`src/rtl/ltw_sram.sv`:
```
module ltw_sram #(
  parameter int AW    = 4,
  parameter int LANES = 4
) (
  input  logic                 clk,
  input  logic                 rst_n,
  input  logic                 ft_mode,
  input  logic                 clk_en_n,
  input  logic                 ce_a_n,
  input  logic                 ce_b,
  input  logic                 ce_c_n,
  input  logic                 ld_n,
  input  logic                 we_n,
  input  logic [LANES-1:0]     be_n,
  input  logic [AW-1:0]        addr,
  input  logic [8*LANES-1:0]   din,
  output logic [8*LANES-1:0]   dout,
  output logic                 dout_vld
);
  localparam int DW    = 8 * LANES;
  localparam int DEPTH = 1 << AW;

  logic [DW-1:0] mem [DEPTH];

  wire go  = ~clk_en_n;
  wire cmd = ~ce_a_n & ce_b & ~ce_c_n & ~ld_n;

  logic             s1_rd, s1_wr, s2_wr;
  logic [AW-1:0]    s1_addr, s2_addr;
  logic [LANES-1:0] s1_be, s2_be;
  logic [DW-1:0]    dq;
  logic             vq;

  wire             wr_now = ft_mode ? s1_wr   : s2_wr;
  wire [AW-1:0]    wr_a   = ft_mode ? s1_addr : s2_addr;
  wire [LANES-1:0] wr_be  = ft_mode ? s1_be   : s2_be;

  logic [DW-1:0] rd_word, fwd_word;
  assign rd_word = mem[s1_addr];

  always_comb begin
    for (int i = 0; i < LANES; i++)
      fwd_word[8*i +: 8] = (s2_wr && s2_be[i] && s2_addr == s1_addr) ?
                           din[8*i +: 8] : rd_word[8*i +: 8];
  end

  always_ff @(posedge clk or negedge rst_n) begin
    if (!rst_n) begin
      s1_rd   <= 1'b0;
      s1_wr   <= 1'b0;
      s2_wr   <= 1'b0;
      s1_addr <= '0;
      s2_addr <= '0;
      s1_be   <= '0;
      s2_be   <= '0;
      dq      <= '0;
      vq      <= 1'b0;
    end else if (go) begin
      s1_rd   <= cmd & we_n;
      s1_wr   <= cmd & ~we_n;
      s1_addr <= addr;
      s1_be   <= ~be_n;
      s2_wr   <= s1_wr;
      s2_addr <= s1_addr;
      s2_be   <= s1_be;
      dq      <= s1_rd ? fwd_word : '0;
      vq      <= s1_rd;
    end
  end

  always_ff @(posedge clk) begin
    if (go && wr_now)
      for (int i = 0; i < LANES; i++)
        if (wr_be[i]) mem[wr_a][8*i +: 8] <= din[8*i +: 8];
  end

  assign dout     = ft_mode ? (s1_rd ? rd_word : '0) : dq;
  assign dout_vld = ft_mode ? s1_rd : vq;
endmodule


```
`config.mk`:
```
export PLATFORM = sky130hd
export DESIGN_NAME = ltw_sram
export DESIGN_NICKNAME = d
export VERILOG_FILES = /design/src/rtl/ltw_sram.sv
export SDC_FILE = /design/constraint.sdc
export NUM_CORES = 1
export LEC_CHECK = 0
export BUFFER_PORTS_ARGS = -buffer_cell sky130_fd_sc_hd__buf_2
export CAP_MARGIN = 0
export CELL_PAD_IN_SITES_DETAIL_PLACEMENT = 0
export CELL_PAD_IN_SITES_GLOBAL_PLACEMENT = 1
export CORE_ASPECT_RATIO = 1.75
export CORE_MARGIN = 4
export CORE_UTILIZATION = 49
export DETAILED_ROUTE_END_ITERATION = 8
export PLACE_DENSITY = 0.74
export REMOVE_ABC_BUFFERS = 1
export SYNTH_ARGS = -nofsm -noshare
export SYNTH_HDL_FRONTEND = slang
export SYNTH_SLANG_ARGS = --single-unit
```
`constraint.sdc`:
```
create_clock -name clk -period 2.4 [get_ports clk]
set_input_delay 0.72 -clock clk [delete_from_list [all_inputs] [get_ports clk]]
set_output_delay 0.72 -clock clk [all_outputs]
set_load 0.02 [all_outputs]
```
==> results.py, run 1 <==
metrics = {
    "outcome": {
        "outcome": "finished with violations",
        "violations": "setup timing",
    },
    "global_routing": {
        "globalRouteTotalUtil_pct": 22.0,
        "gr-total-overflow": 0,
        "grt_pass1_wl_mm": 80.3,
        "grt_max_degree": 65,
        "antenna_found_initial": 0,
        "grt_pass1_vias": 12700,
    },
    "detailed_routing": {
        "routed_via_density": 5.96,
        "wl_met1_mm": 20.0,
        "wl_mm": 55.6,
        "vias": 12300,
        "route.met3.wl_mm": 2.13,
        "wl_per_cell_um": 26.9,
        "top_layer": "met4",
        "antenna_left": 0,
        "route.met2.wl_mm": 31.9,
        "drt_iter0_markers": 1027,
        "drc": 0,
        "drt_pass1_iterations": 5,
    },
    "cells_and_area": {
        "nNetsFinal": 1508,
        "nFillCells": 3206,
        "drive_above_1_share_pct": 41.4,
        "fin_area_mm2": 0.0275,
        "diodes": 0,
        "finish.utilization_pct": 60.9,
        "multi_input_area_mm2": 0.00575,
        "final_cells": 2071,
        "seqCellArea_mm2": 0.0167,
        "area_delta_synth_final_pct": 22.4,
    },
    "placement": {
        "gp_congestion": 0.887,
        "dp.cells": 1937,
        "portBuffers": 81,
        "pre_cts_ws_ps": -472,
        "dpl.hpwl_mm": 35.8,
        "post_dp_cell_area_mm2": 0.0248,
    },
    "clock_tree": {
        "path_clk_slew_ps": 70,
        "cts-root-buf": "clkbuf_16",
        "cts_made_buffers": 47,
        "clockBufferDepth": 3,
        "tritoncts": "done",
        "worstSkewPairLatency_ps": 570,
        "postCtsHoldBufs": 0,
        "htree_levels": 2,
        "cts_sinks": 564,
    },
    "sta": {
        "finClkSkew_ps": 17.6,
        "fin_hold_ws_ps": 118,
        "rsz0062_at_grt": "true",
        "setup_violations": 64,
        "worstMarginPinSlew_ps": 533,
        "slew_headroom_pct": 64.5,
        "min_period_over_period_pct": 140,
        "worst_slack_ps": -965,
        "finalHoldViolCount": 0,
        "drv_slew": 0,
        "fmax_ghz": 0.297,
        "post-route-min-period_ps": 3370,
        "setup_tns_ps": -34120,
    },
    "power_and_ir_drop": {
        "p_switching_mw": 4.54,
        "switching_share_pct": 22.0,
        "p_comb_share_pct": 11.2,
        "internal_power_mw": 16.1,
        "clock_power_share_pct": 36.3,
        "ir_worst_vdd_uv": 502,
        "pwr_density_cell_mw_per_mm2": 748,
        "seqPwrFrac_pct": 52.5,
        "power_mw": 20.6,
        "p_leak_nw": 9.50,
    },
    "yosys": {
        "yosys.area.top_type": "edfxtp_1",
        "synth_top_family_by_area": "multiplexers",
        "synth_xor_area_share_pct": 0.156,
        "synth.distinct_cells": 37,
        "syn_inst": 1187,
        "synth_fa_ha_area_share_pct": 0,
        "synth_area_per_cell_um2": 18.9,
        "yosys_warnings": 0,
        "ys_ff_latch": 564,
        "synth_area_mm2": 0.0225,
        "seq_area_frac_synth_pct": 74.2,
        "synth-compound-area-share_pct": 5.85,
        "synth_top_area_share_pct": 68.4,
        "synthTopCellsByArea": "edfxtp_1 (68%), mux4_2 (13%), dfrtp_1 (5.8%)",
        "synthMuxAreaShare_pct": 13.4,
        "yosys.area_share.simple_pct": 4.40,
    },
    "min_path": {
        "holdCritPathClass": "primary input to asynchronous set/reset pin",
    },
    "worst_setup_path": {
        "path_class": "flop to primary output",
        "cp.arrival_ps": 2650,
        "crit_fanout": 8,
        "cp.required_ps": 1680,
        "critPathLaunchType": "flop",
        "endpoint_kind": "primary output",
    },
    "floorplanning": {
        "initial_core_util_pct": 49.7,
        "core_mm2": 0.0452,
        "die_width_um": 170,
        "row_count": 103,
        "die_area_mm2": 0.0495,
        "io-pin-count": 82,
        "die_h_um": 291,
    },
    "run": {
        "cap_violations": 0,
    },
}
## logic make-up after synthesis
group / after synthesis
and+or+nand+nor: 218
buffers and inverters: 106
muxes: 139
DFF: 564
xor gates and xnor gates: 4
AOI/OAI and AO/OA: 156
## cells in the final DEF, fill, tap and decap left out, types with 5 or more instances in the layout
| cell | count |
|---|---|
| o21ai_0 | 12 |
| buf_4 | 172 |
| o221ai_2 | 15 |
| a22oi_1 | 5 |
| o22ai_2 | 6 |
| buf_12 | 23 |
| a221o_1 | 16 |
| nor2_2 | 20 |
| buf_8 | 7 |
| a22o_1 | 35 |
| nand2b_1 | 5 |
| a31o_4 | 7 |
| nor2_1 | 65 |
| o22ai_1 | 10 |
| inv_1 | 27 |
| mux2_2 | 10 |
| nand2_2 | 8 |
| buf_2 | 57 |
| a31o_2 | 12 |
| clkinv_2 | 8 |
| buf_6 | 32 |
| mux4_2 | 128 |
| nand2_1 | 67 |
| nor2b_1 | 17 |
| edfxtp_1 | 512 |
| and2_1 | 18 |
| dfrtp_1 | 49 |
| clkbuf_16 | 58 |
| clkinv_1 | 7 |
| clkbuf_1 | 11 |
| a22oi_2 | 27 |
## registers in the layout (all words and copies together), names as in the netlist
register	cells
mem	512
dq	32
s1_addr	4
s1_be	4
s2_addr	4
s2_be	4
s1_rd	1
s1_wr	1
s2_wr	1
vq	1
## critical path, cell delays in order (launching register included)
cell	delay (ps)
dfrtp_4	530
buf_12	180
buf_16	140
buf_12	140
buf_6	110
mux4_2	410
a22o_1	220
nor2_2	100
o22ai_1	80
buf_4	170
## final timing paths
path / start / to / slack, ps / depth (start not counted)
hold / removal: rst_n / dq[0] / 120 / 1
max in group asynchronous: rst_n / dq[13] / 1660 / 2
setup / recovery: s1_addr[0] / dout[16] / -970 / 9
setup reg to reg: s1_addr[0] / dq[18] / -210 / 10
hold reg to reg: dq[12] / dq[12] / 490 / 2
min in group clk: be_n[2] / s1_be[2] / 360 / 2
## layer usage
metal	up-vias	global-route usage, %
met5	-	0
met4	0	6.84
met3	91	2.30
met2	357	41.1
met1	6566	26.5
li1	5335	-
## cell usage after synthesis
library cell and n:
edfxtp_1 512, mux4_2 128, nor2_1 85, nand2_1 75, clkbuf_1 58, dfrtp_1 52, a22o_1 36, a22oi_1 32
inv_1 27, a31o_2 19, nor2b_1 19, and2_1 18, a221o_1 16, o22ai_1 16, o21ai_0 12, buf_2 11
mux2_2 10, o221ai_2 10, buf_6 7, o221ai_1 6, nand2b_1 5, a31oi_1 4, nor4_1 4, a32oi_1 3
nand3_1 3, or2_2 3, a32o_1 2, buf_1 2, nand3b_1 2, xnor2_1 2, xor2_1 2, buf_4 1
mux2i_1 1, nor3b_2 1, nor4_4 1, or3_1 1, or3b_4 1
## power groups by stage
stage | logic (mW) | registers (mW) | clock network (mW)
after floorplan | 0.965 | 11.2 | 0
after global placement | 1.84 | 11.0 | 0
after detailed placement | 1.88 | 11.0 | 0
after CTS | 1.94 | 10.8 | 7.60
after global routing | 2.46 | 10.8 | 8.04
final | 2.31 | 10.8 | 7.49
## layout make-up
type	instances	area share, %
clock inverter	21	0.668
clock buffer	63	4.75
sequential	564	60.6
tap	577	2.62
timing repair buffer	302	10.1
multi-input combinational	517	20.9
inverter	27	0.368
## what timing repair did
| item | 4_1_cts | 5_1_grt |
|---|---|---|
| hold endpoints to repair | 0 | 0 |
| setup endpoints to repair | 34 | 35 |
| buffers inserted | 4 | 37 |
| gates cloned | 0 | 10 |
| gates resized for setup | 31 | 131 |
| pin swaps | 1 | 78 |
Note: power is estimated with default switching activity, not from simulation.
==> inputs of run 2 (changes only) <==
- CAP_MARGIN: 0 -> 20
- CORE_UTILIZATION: 49 -> 24
- GPL_ROUTABILITY_DRIVEN: not set -> 0
- PLACE_DENSITY: 0.74 -> 0.41
==> results.py, run 2 (synthesis gave the netlist of run 1 again) <==
metrics = {
    "power_and_ir_drop": {
        "p_comb_share_pct": 11.8,
        "p_switching_mw": 5.00,
        "switching_share_pct": 22.8,
        "p_leak_nw": 9.88,
        "clock_power_share_pct": 38.9,
        "ir_worst_vdd_uv": 418,
        "seqPwrFrac_pct": 49.2,
        "pwr_density_cell_mw_per_mm2": 752,
        "internal_power_mw": 16.9,
    },
    "global_routing": {
        "gr-total-overflow": 0,
        "globalRouteTotalUtil_pct": 13.6,
        "grt_pass1_vias": 13700,
        "grt_max_degree": 25,
        "antenna_found_initial": 3,
        "grt_pass1_wl_mm": 97.4,
    },
    "sta": {
        "worstMarginPinSlew_ps": 596,
        "slew_headroom_pct": 60.1,
        "setup_violations": 34,
        "rsz0062_at_grt": "true",
        "finClkSkew_ps": 22.3,
        "finalHoldViolCount": 0,
        "worst_slack_ps": -1040,
        "fmax_ghz": 0.291,
        "post-route-min-period_ps": 3440,
        "min_period_over_period_pct": 143,
        "drv_slew": 0,
    },
    "cells_and_area": {
        "finish.utilization_pct": 31.4,
        "top_regs": "mem x512, dq x32",
        "area_delta_synth_final_pct": 29.8,
        "fin_area_mm2": 0.0292,
        "largest_reg_flops": 512,
        "final_common_cell": "edfxtp_1",
        "nFillCells": 9049,
        "nNetsFinal": 1554,
        "final_cell_mix": "edfxtp_1 (512), buf_4 (184), mux4_2 (128)",
        "regMostFlops": "mem",
        "drive_above_1_share_pct": 43.3,
    },
    "worst_setup_path": {
        "rrSetupSlack_ps": -870,
        "cp.required_ps": 1680,
        "endpoint_kind": "primary output",
        "crit_fanout": 8,
        "rr_endpoint": "dq[0]",
        "crit_chain": "buf_12, buf_16, buf_12, mux4_2, a22o_1, nor2_2, o22ai_2, buf_6",
        "path_common_cell": "buf_12",
        "rr_worst_depth": 19,
        "cp.arrival_ps": 2720,
        "slowest_stage": "mux4_2",
        "cpPeakStageDelay_ps": 490,
        "path_class": "flop to primary output",
        "worstReg2RegStart": "s1_addr[0]",
        "critPathLaunchType": "flop",
    },
    "placement": {
        "post_dp_cell_area_mm2": 0.0260,
        "dpl.hpwl_mm": 45.6,
        "portBuffers": 81,
        "pre_cts_ws_ps": -587,
    },
    "clock_tree": {
        "clockBufferDepth": 3,
        "cts_sinks": 564,
        "worstSkewPairLatency_ps": 590,
        "cts_made_buffers": 53,
        "path_clk_slew_ps": 70,
        "cts-root-buf": "clkbuf_16",
        "htree_levels": 2,
        "tritoncts": "done",
    },
    "floorplanning": {
        "core_mm2": 0.0930,
        "io-pin-count": 82,
        "die_width_um": 239,
        "initial_core_util_pct": 24.2,
        "die_area_mm2": 0.0989,
        "row_count": 148,
        "die_h_um": 413,
    },
    "detailed_routing": {
        "wl_per_cell_um": 24.3,
        "drt_pass1_iterations": 4,
        "vias": 12300,
        "wl_mm": 66.9,
        "drt_iter0_markers": 851,
        "antenna_left": 0,
        "routed_via_density": 4.46,
        "drc": 0,
    },
    "min_path": {
        "holdCritPathClass": "primary input to asynchronous set/reset pin",
    },
    "outcome": {
        "violations": "setup timing",
        "outcome": "finished with violations",
    },
    "run": {
        "cap_violations": 0,
    },
}
## run 2: layout make-up
cell class / count / area [um^2] / area share [%]
Sequential cell: 564 / 16700 / 57.1
Antenna cell: 2 / 5.00 / 0.0171
Clock buffer: 64 / 1390 / 4.75
Timing Repair Buffer: 342 / 3400 / 11.6
Tap cell: 1200 / 1500 / 5.14
Multi-Input combinational cell: 517 / 5770 / 19.8
Clock inverter: 33 / 343 / 1.17
Inverter: 27 / 101 / 0.347
## run 2: routing by layer
metal	track usage (%)	vias up	share of wire, %
li1	-	5444	-
met1	15.7	6546	39
met2	26.0	190	56
met3	1.56	80	2.4
met4	4.15	0	2.5
met5	0	-	0
## run 2: timing repair
item / 4_1_cts / 5_1_grt
pin swaps: 57 / 40
buffers inserted: 65 / 9
gates resized for setup: 123 / 58
gates cloned: 9 / 0
hold buffers: 0 / 0
setup endpoints to repair: 51 / 49
## run 2: metrics by stage
step                      setup TNS [ps]  power, mW  instances  hold WS [ps]
after floorplan                 -2157060       12.1       1108           424
after global placement           -146880       13.1       2590           471
after detailed placement         -140760       13.1       2590           475
after CTS                         -36100       22.3       2761          38.1
after global routing              -35770       22.9       2749          47.1
final                             -31460       21.9       2749          56.7
## run 2: worst max path at each step
| stage | from | end | slack [ps] | cells after the start |
|---|---|---|---|---|
| after global placement | s1_addr[0] | dout[23] | -550 | 6 |
| after floorplan | s1_addr[0] | dout[12] | -4580 | 4 |
| after CTS | s1_addr[0] | dout[0] | -1090 | 8 |
| after detailed placement | s1_addr[0] | dout[12] | -590 | 7 |
| final | s1_addr[0] | dout[4] | -1040 | 8 |
| after global routing | s1_addr[0] | dout[4] | -1140 | 8 |
## run 2: critical path, delay by kind of cell, from the launching register on
family                 cells  cell delay [ps]
buffers and inverters      4              640
multiplexers               1              490
flip-flops                 1              440
AO/OA/AOI/OAI              2              370
AND/OR/NAND/NOR            1              150
## run 2: power groups by stage
stage          logic [mW]  clock network, mW  registers, mW
2_1_floorplan       0.965                  0           11.2
4_1_cts              2.67               8.88           10.8
5_1_grt              2.80               9.26           10.8
6_report             2.60               8.55           10.8
3_3_place_gp         2.07                  0           11.0
3_5_place_dp         2.09                  0           11.0
==> inputs of run 3 (changes only) <==
- BUFFER_PORTS_ARGS: -buffer_cell sky130_fd_sc_hd__buf_2 -> not set
- DONT_BUFFER_PORTS: not set -> 1
- PLACE_DENSITY: 0.41 -> 0.4
- SLEW_MARGIN: not set -> 10
==> results.py, run 3 (synthesis gave the netlist of run 1 again) <==
metrics = {
    "clock_tree": {
        "htree_levels": 2,
        "cts-root-buf": "clkbuf_16",
        "path_clk_slew_ps": 60,
        "worstSkewPairLatency_ps": 590,
        "cts_sinks": 564,
        "clockBufferDepth": 3,
        "tritoncts": "done",
        "cts_made_buffers": 53,
    },
    "detailed_routing": {
        "wl_mm": 65.0,
        "drt_iter0_markers": 737,
        "vias": 11700,
        "drt_pass1_iterations": 4,
        "routed_via_density": 4.46,
        "drc": 0,
        "antenna_left": 0,
        "wl_per_cell_um": 24.9,
    },
    "cells_and_area": {
        "area_delta_synth_final_pct": 25.0,
        "final_cell_mix": "edfxtp_1 (512), buf_4 (147), mux4_2 (128)",
        "nNetsFinal": 1422,
        "diodes": 0,
        "drive_above_1_share_pct": 37.7,
        "largest_reg_flops": 512,
        "multi_input_area_mm2": 0.00579,
        "final_common_cell": "edfxtp_1",
        "finish.utilization_pct": 30.2,
        "regMostFlops": "mem",
        "nFillCells": 9089,
        "seqCellArea_mm2": 0.0167,
        "top_regs": "mem x512, dq x32",
    },
    "sta": {
        "worst_slack_ps": -940,
        "finalHoldViolCount": 0,
        "min_period_over_period_pct": 139,
        "post-route-min-period_ps": 3340,
        "slew_headroom_pct": 59.7,
        "rsz0062_at_grt": "true",
        "drv_slew": 0,
        "fmax_ghz": 0.299,
        "setup_violations": 32,
        "worstMarginPinSlew_ps": 604,
        "finClkSkew_ps": 19.4,
    },
    "placement": {
        "pre_cts_ws_ps": -445,
        "portBuffers": 0,
        "dpl.hpwl_mm": 44.1,
    },
    "floorplanning": {
        "die_h_um": 413,
        "core_mm2": 0.0930,
        "die_width_um": 239,
        "row_count": 148,
        "die_area_mm2": 0.0989,
        "io-pin-count": 82,
        "initial_core_util_pct": 24.2,
    },
    "run": {
        "cap_violations": 0,
    },
    "global_routing": {
        "grt_pass1_vias": 12700,
        "grt_pass1_wl_mm": 93.3,
        "gr-total-overflow": 0,
        "grt_max_degree": 69,
        "antenna_found_initial": 2,
        "globalRouteTotalUtil_pct": 13.1,
    },
    "power_and_ir_drop": {
        "ir_worst_vdd_uv": 467,
        "p_leak_nw": 9.22,
        "pwr_density_cell_mw_per_mm2": 770,
        "power_mw": 21.6,
    },
    "worst_setup_path": {
        "crit_fanout": 9,
        "cp.arrival_ps": 2620,
        "path_class": "flop to primary output",
        "endpoint_kind": "primary output",
        "critPathLaunchType": "flop",
        "cp.required_ps": 1680,
    },
    "min_path": {
        "holdCritPathClass": "primary input to flop",
    },
    "outcome": {
        "violations": "setup timing",
        "outcome": "finished with violations",
    },
}
run 3: cell types whose count changed in the layout (fill, tap and decap cells not counted), moves of 4 or more:
| cell | before | now |
|---|---|---|
| a31o_2 | 8 | 3 |
| nand2_2 | 8 | 15 |
| o221ai_2 | 15 | 11 |
| nand2_1 | 67 | 59 |
| buf_2 | 55 | 0 |
| o221ai_1 | 1 | 5 |
| clkinv_2 | 13 | 8 |
| buf_16 | 10 | 2 |
| buf_4 | 184 | 147 |
| a31o_4 | 11 | 16 |
| buf_12 | 46 | 41 |
| buf_6 | 42 | 12 |
run 3: layer usage:
metal	wire length (um)	GRT usage, %	vias to the layer above
met5	13	0	-
met4	1470	3.48	2
met3	2690	2.22	79
met2	36800	25.4	201
met1	24100	14.5	6219
li1	-	-	5166
run 3: where the power goes:
part           switching [mW]  total (mW)  internal (mW)
Clock                    3.70        8.76           5.06
Combinational            1.01        2.08           1.07
Sequential             0.0522        10.8           10.8
run 3: cell type report:
class / count / area share [%]
Inverter: 27 / 0.360
Multi-Input combinational cell: 517 / 20.6
Tap cell: 1200 / 5.34
Clock buffer: 65 / 4.91
Timing Repair Buffer: 210 / 8.04
Clock inverter: 32 / 1.40
Sequential cell: 564 / 59.3
run 3: timing repair:
item | CTS | global route
gates cloned | 2 | 3
hold buffers | 2 | 0
setup buffers | 8 | 8
hold endpoints to repair | 52 | 0
resized for setup | 57 | 57
pin swaps | 12 | 40
setup endpoints to repair | 33 | 113
run 3: stage by stage:
| stage | instance area, um^2 | cells | TNS [ps] | hold WS [ps] |
|---|---|---|---|---|
| floorplan | 22100 | 1108 | -2157060 | 424 |
| finish | 28100 | 2615 | -27590 | 222 |
| CTS | 27800 | 2607 | -33360 | 177 |
| global route | 28100 | 2615 | -31600 | 186 |
| detailed placement | 25600 | 2498 | -10930 | 430 |
| global placement | 25600 | 2498 | -10770 | 430 |
run 3: final timing paths:
path | startpoint | endpoint | slack (ps) | cells past startpoint
worst max-delay path | s1_addr[0] | dout[4] | -940 | 7
worst min-delay path | be_n[3] | s1_be[3] | 220 | 1
worst max register to register | s1_addr[0] | dq[4] | 50 | 7
worst min register to register | vq | vq | 480 | 2
max in group asynchronous | rst_n | s1_addr[2] | 1340 | 2
min in group asynchronous | rst_n | dq[13] | 670 | 2
run 3: worst max-delay path: stages, from the launching register on:
cell     delay (ps)
dfrtp_4         500
buf_12          170
buf_12          150
mux4_2          510
a22o_1          280
nor2_2          160
o22ai_2          90
buf_6           140
